--- src/rtl/etu_pkg.sv ---
package etu_pkg;

  localparam int TRIG_SRC_W   = 2;
  localparam int TRIG_NUM_SRC = 1 << TRIG_SRC_W;

  // control byte bit positions (software decodes these)
  localparam int CTRL_IE_BIT   = 7;
  localparam int CTRL_EDGE_LSB = 4;
  localparam int CTRL_SRC_LSB  = 0;
  localparam int STAT_FLAG_BIT = 7;

  typedef enum logic [1:0] {
    EDGE_RISE    = 2'b00,
    EDGE_FALL    = 2'b01,
    EDGE_ANY     = 2'b10,
    EDGE_ANY_ALT = 2'b11
  } edge_mode_e;

  typedef struct packed {
    logic                  intEn;
    edge_mode_e            edgeMode;
    logic [TRIG_SRC_W-1:0] srcSel;
  } trig_cfg_t;

  typedef struct packed {
    logic                  srcLoad;
    logic [TRIG_SRC_W-1:0] loadSrc;
  } trig_strobe_t;

endpackage

--- src/rtl/etu_sync.sv ---
module etu_sync #(
  parameter int STAGES = 2
) (
  input  logic clk,
  input  logic rstN,
  input  logic din,
  output logic dout
);

  logic [STAGES-1:0] shQ;

  genvar s;
  generate
    for (s = 0; s < STAGES; s++) begin : g_stage
      if (s == 0) begin : g_first
        always_ff @(posedge clk or negedge rstN) begin
          if (!rstN) shQ[0] <= 1'b0;
          else       shQ[0] <= din;
        end
      end else begin : g_next
        always_ff @(posedge clk or negedge rstN) begin
          if (!rstN) shQ[s] <= 1'b0;
          else       shQ[s] <= shQ[s-1];
        end
      end
    end
  endgenerate

  assign dout = shQ[STAGES-1];

endmodule

--- src/rtl/etu_ctrl.sv ---
module etu_ctrl
  import etu_pkg::*;
#(
  parameter int          ADDR_W    = 8,
  parameter int unsigned CTRL_ADDR = 'h2A,
  parameter int unsigned STAT_ADDR = 'h2B
) (
  input  logic              clk,
  input  logic              rstN,
  input  logic [ADDR_W-1:0] regAddr,
  input  logic              regWrEn,
  input  logic [7:0]        regWrData,
  output logic [7:0]        regRdData,
  input  logic              eventPulse,
  output trig_cfg_t         cfg,
  output trig_strobe_t      strobe,
  output logic              statusFlag,
  output logic              irqReq
);

  logic ctrlSel, statSel, ctrlWr, statClr;
  logic [TRIG_SRC_W-1:0] wrSrc;
  trig_cfg_t cfgQ;
  logic flagQ;

  assign ctrlSel = (regAddr == ADDR_W'(CTRL_ADDR));
  assign statSel = (regAddr == ADDR_W'(STAT_ADDR));
  assign ctrlWr  = regWrEn && ctrlSel;
  assign statClr = regWrEn && statSel && regWrData[STAT_FLAG_BIT];
  assign wrSrc   = regWrData[CTRL_SRC_LSB +: TRIG_SRC_W];

  always_ff @(posedge clk or negedge rstN) begin
    if (!rstN) begin
      cfgQ <= '0;
    end else if (ctrlWr) begin
      cfgQ.intEn    <= regWrData[CTRL_IE_BIT];
      cfgQ.edgeMode <= edge_mode_e'(regWrData[CTRL_EDGE_LSB +: 2]);
      cfgQ.srcSel   <= wrSrc;
    end
  end

  // event has priority over a clear in the same cycle
  always_ff @(posedge clk or negedge rstN) begin
    if (!rstN)           flagQ <= 1'b0;
    else if (eventPulse) flagQ <= 1'b1;
    else if (statClr)    flagQ <= 1'b0;
  end

  always_comb begin
    strobe.srcLoad = ctrlWr && (wrSrc != cfgQ.srcSel);
    strobe.loadSrc = wrSrc;
  end

  always_comb begin
    regRdData = 8'h00;
    if (ctrlSel) begin
      regRdData[CTRL_IE_BIT]               = cfgQ.intEn;
      regRdData[CTRL_EDGE_LSB +: 2]        = cfgQ.edgeMode;
      regRdData[CTRL_SRC_LSB +: TRIG_SRC_W] = cfgQ.srcSel;
    end else if (statSel) begin
      regRdData[STAT_FLAG_BIT] = flagQ;
    end
  end

  assign cfg        = cfgQ;
  assign statusFlag = flagQ;
  assign irqReq     = cfgQ.intEn & flagQ;

endmodule

--- src/rtl/etu_datapath.sv ---
module etu_datapath
  import etu_pkg::*;
#(
  parameter int NUM_CH      = 8,
  parameter int SYNC_STAGES = 2
) (
  input  logic                    clk,
  input  logic                    rstN,
  input  logic [TRIG_NUM_SRC-1:0] trigIn,
  input  logic [NUM_CH-1:0]       chanEnMask,
  input  trig_cfg_t               cfg,
  input  trig_strobe_t            strobe,
  output logic                    eventPulse,
  output logic [NUM_CH-1:0]       chanTrig
);

  logic [TRIG_NUM_SRC-1:0] syncVal;
  logic [TRIG_SRC_W-1:0]   nextSel;
  logic curLvl, prevQ, roseNow, fellNow;

  genvar i;
  generate
    for (i = 0; i < TRIG_NUM_SRC; i++) begin : g_sync
      etu_sync #(.STAGES(SYNC_STAGES)) u_sync (
        .clk (clk),
        .rstN(rstN),
        .din (trigIn[i]),
        .dout(syncVal[i])
      );
    end
  endgenerate

  assign curLvl  = syncVal[cfg.srcSel];
  assign nextSel = strobe.srcLoad ? strobe.loadSrc : cfg.srcSel;

  // history follows the input that will be selected next cycle
  always_ff @(posedge clk or negedge rstN) begin
    if (!rstN) prevQ <= 1'b0;
    else       prevQ <= syncVal[nextSel];
  end

  assign roseNow = curLvl & ~prevQ;
  assign fellNow = ~curLvl & prevQ;

  always_comb begin
    unique case (cfg.edgeMode)
      EDGE_RISE: eventPulse = roseNow;
      EDGE_FALL: eventPulse = fellNow;
      default:   eventPulse = roseNow | fellNow;
    endcase
  end

  generate
    for (i = 0; i < NUM_CH; i++) begin : g_fanout
      assign chanTrig[i] = eventPulse & chanEnMask[i];
    end
  endgenerate

endmodule

--- src/rtl/edge_trigger_unit.sv ---
module edge_trigger_unit
  import etu_pkg::*;
#(
  parameter int          NUM_CH      = 8,
  parameter int          SYNC_STAGES = 2,
  parameter int          ADDR_W      = 8,
  parameter int unsigned CTRL_ADDR   = 'h2A,
  parameter int unsigned STAT_ADDR   = 'h2B
) (
  input  logic                    clk,
  input  logic                    rstN,
  input  logic [ADDR_W-1:0]       regAddr,
  input  logic                    regWrEn,
  input  logic [7:0]              regWrData,
  output logic [7:0]              regRdData,
  input  logic [TRIG_NUM_SRC-1:0] trigIn,
  input  logic [NUM_CH-1:0]       chanEnMask,
  output logic [NUM_CH-1:0]       chanTrig,
  output logic                    irqReq
);

  trig_cfg_t    cfg;
  trig_strobe_t strobe;
  logic         eventPulse;
  logic         statusFlag;

  etu_ctrl #(
    .ADDR_W   (ADDR_W),
    .CTRL_ADDR(CTRL_ADDR),
    .STAT_ADDR(STAT_ADDR)
  ) u_ctrl (
    .clk       (clk),
    .rstN      (rstN),
    .regAddr   (regAddr),
    .regWrEn   (regWrEn),
    .regWrData (regWrData),
    .regRdData (regRdData),
    .eventPulse(eventPulse),
    .cfg       (cfg),
    .strobe    (strobe),
    .statusFlag(statusFlag),
    .irqReq    (irqReq)
  );

  etu_datapath #(
    .NUM_CH     (NUM_CH),
    .SYNC_STAGES(SYNC_STAGES)
  ) u_dp (
    .clk       (clk),
    .rstN      (rstN),
    .trigIn    (trigIn),
    .chanEnMask(chanEnMask),
    .cfg       (cfg),
    .strobe    (strobe),
    .eventPulse(eventPulse),
    .chanTrig  (chanTrig)
  );

endmodule

--- config.mk ---
export PLATFORM = sky130hd
export DESIGN_NAME = edge_trigger_unit
export DESIGN_NICKNAME = d
export VERILOG_FILES = /design/src/rtl/etu_pkg.sv /design/src/rtl/etu_sync.sv /design/src/rtl/etu_ctrl.sv /design/src/rtl/etu_datapath.sv /design/src/rtl/edge_trigger_unit.sv
export SDC_FILE = /design/constraint.sdc
export NUM_CORES = 1
export LEC_CHECK = 0
export BUFFER_PORTS_ARGS = -buffer_cell sky130_fd_sc_hd__buf_2
export CAP_MARGIN = 10
export CORE_ASPECT_RATIO = 0.7
export CORE_MARGIN = 2
export CORE_UTILIZATION = 25
export CTS_CLUSTER_DIAMETER = 50
export DETAILED_ROUTE_END_ITERATION = 12
export MAX_ROUTING_LAYER = met4
export SYNTH_ARGS = -nofsm -noshare
export SYNTH_HDL_FRONTEND = slang
export SYNTH_SLANG_ARGS = --single-unit
--- constraint.sdc ---
create_clock -name clk -period 2.31 [get_ports clk]
set_input_delay 0.462 -clock clk [delete_from_list [all_inputs] [get_ports clk]]
set_output_delay 0.462 -clock clk [all_outputs]
set_load 0.02 [all_outputs]
==> flow_summary.ini <==
[setup_path]
timing.critical_path.buf_inv = 1
reg2reg_depth = 7
critPathLaunchType = flip-flop
cp.arrival_ns = 2.08
critPathKind = reg2out
worstReg2RegStart = u_ctrl.cfg[1]
worstPathRequired_ns = 1.85
timing.reg2reg.setup_slack_ns = 0.39
critPathMaxFanout = 5
critical_path_cell_count = 7
worst_path_dominant_cell_family = multiplexers
critical_path.slowest_cell = mux4_2
critical_path.max_stage_delay_ns = 0.55
r2r_end = u_ctrl.statusFlag
timing.critical_path.cells = mux4_2 > ha_4 > nor2b_4 > a211oi_4 > a21oi_2 > and2_1 > buf_6
timing.critical_path.to_type = output port

[run]
cap_violations = 0

[outcome]
failed_checks = negative setup slack
outcome = finished with violations

[final_layout]
syn_to_final_growth_pct = 57.2
final_core_utilization_pct = 41.0
fin_area_sq_mm = 0.00128
nets = 158
layout-drive-gt1-share_pct = 60.5
layout_common_cells = buf_2 (33), dfrtp_1 (15), buf_4 (9)
layout.cells.most_common = buf_2
antennaDiodeCount = 0

[synthesis]
synthesis.area_sq_um = 816
async_reset_ff_share_pct = 100
seq_area_frac_synth_pct = 46.0
netlist_top_cells_area = dfrtp_1 (46%), and2_1 (12%), mux2_2 (5.5%), nor2b_1 (3.8%), ha_1 (3.1%)
postSynthCellCount = 70
postSynthAreaPerCell_sq_um = 11.7
synth.lib_cells_used.distinct = 24
synth_top_area_share_pct = 46.0
dominantRegCellSynth = dfrtp_1
yosys_warnings = 0
library_cell_with_the_largest_summed_area_after_synthesis = dfrtp_1
synth_seq_cells = 15
count_of_flip_flops_with_a_built_in_enable_after_synthesis = 0

[sta]
maxSlewViolCount = 0
fin_crit_ns = 2.55
timing.fmax_mhz = 393
fin_worst_skew_ns = 0.00432
hold_slack_ns = 0.102
least_setup_slack_across_all_paths_after_layout_ns = -0.237
final_hold_viol_count = 0
grt_setup_unrepaired = yes
finalSetupViolCount = 8
period_share_pct = 110

[place]
portBuffers = 41
dp_hpwl_mm = 1.50
placement.cell_area_sq_mm = 0.00111
globalplace.congestion = 0.746
place_worst_setup_slack_ns = -0.0628

[global_routing]
grt_max_degree = 16
antenna_found_initial = 0
gr-usage-all-layers_pct = 11.0
overflow = 0
first_global_vias = 692
grt_first_pass_wirelength_mm = 3.07

[floorplan]
boundaryPins = 48
die_y_extent_um = 51.8
die_width_um = 72.3
dieArea_sq_mm = 0.00374
floorplan.rows = 17
start_util_pct = 26.1
design.core.area_sq_mm = 0.00313

[routing]
detail_route.iter0.violations = 3
drt_drc_violations_left = 0
detail-route-antenna-nets = 0
routed_wirelength_mm = 2.02
num_vias = 687
routed_wire_length_per_instance_um = 12.5
drt_pass1_iterations = 2
vias_per_cell = 4.24

[pwr]
ir_worst_vdd_mv = 0.384
p_per_area_mw_per_mm2 = 500
p_leak_uw = 0.000630

[clock_network]
h-tree-depth = 1
cts.path.max_buffers = 2
worst_setup_hold_path_clk_slew_ns = 0.07
cts_tree = done
cts-root-buf = clkbuf_8
clk-insertion-delay-late_ns = 0.25
clock_sink_count = 15
cts_inserted_buffers = 3
hold_buffers = 0

[hold_path]
worstHoldPathType = in2async
cells in the mapped netlist, types with 3 or more instances:
library cell,n
dfrtp_1,15
nor2b_1,5
nand2b_1,3
buf_4,3
and2_1,15
mux2_2,4
routing by layer:
metal / track usage [%] / wire length [um] / up-vias
li1: - / - / 344
met1: 15.9 / 955 / 317
met2: 14.8 / 903 / 26
met3: 4.46 / 159 / 0
met4: 0.943 / 0 / 0
met5: - / 0 / -
through the flow:
| stage | instances | TNS, ns | power (uW) |
|---|---|---|---|
| 2_1_floorplan | 72 | 0 | 340 |
| 3_3_place_gp | 155 | -0.214 | 388 |
| 3_5_place_dp | 155 | -0.465 | 391 |
| 4_1_cts | 162 | -1.67 | 643 |
| 5_1_grt | 162 | -2.40 | 678 |
| 6_report | 162 | -1.80 | 642 |
worst max path at each step:
stage	from	end	slack (ns)
after floorplan	u_ctrl.cfg[1]	chanTrig[0]	0.13
after global routing	u_ctrl.cfg[1]	chanTrig[0]	-0.31
final	u_ctrl.cfg[1]	chanTrig[0]	-0.24
after global placement	u_ctrl.cfg[1]	chanTrig[5]	-0.03
after detailed placement	u_ctrl.cfg[1]	chanTrig[2]	-0.06
after CTS	u_ctrl.cfg[1]	chanTrig[1]	-0.22
final cells by class:
class,count,area (sq um)
inverter,2,7.51
sequential,15,375
fill,306,1840
timing repair buffer,50,323
clock buffer,3,41.3
tap,38,47.5
multi-input combinational,53,480
clock inverter,1,7.51
where the power goes:
group	internal, uW	switching (uW)
registers	275	8.73
logic	75.9	64.8
clock network	121	96.0
total	472	170
cells by family (layout without fill, tap and decap cells):
group,Yosys count,in the layout,synth area share (%)
muxes,8,8,12.6
other,1,3,0.460
adders and majority gates,2,2,3.07
AOI/OAI and AO/OA,7,8,6.44
and+or+nand+nor,32,32,27.8
DFF,15,15,46.0
buffers and inverters,5,56,3.68
sequential cells by signal, indices dropped and copies added (netlist names):
| name | cells |
|---|---|
| u_ctrl.cfg | 5 |
| u_dp.g_sync.u_sync.shQ | 4 |
| u_dp.prevQ | 1 |
| u_ctrl.statusFlag | 1 |
| u_dp.g_sync.u_sync.dout | 4 |
repair_timing:
action,CTS,global route
setup endpoints to repair,8,8
setup buffers,2,0
pin swaps,10,0
cloned,1,0
resized for setup,27,4
No activity file was read; power rests on OpenSTA's default activity.
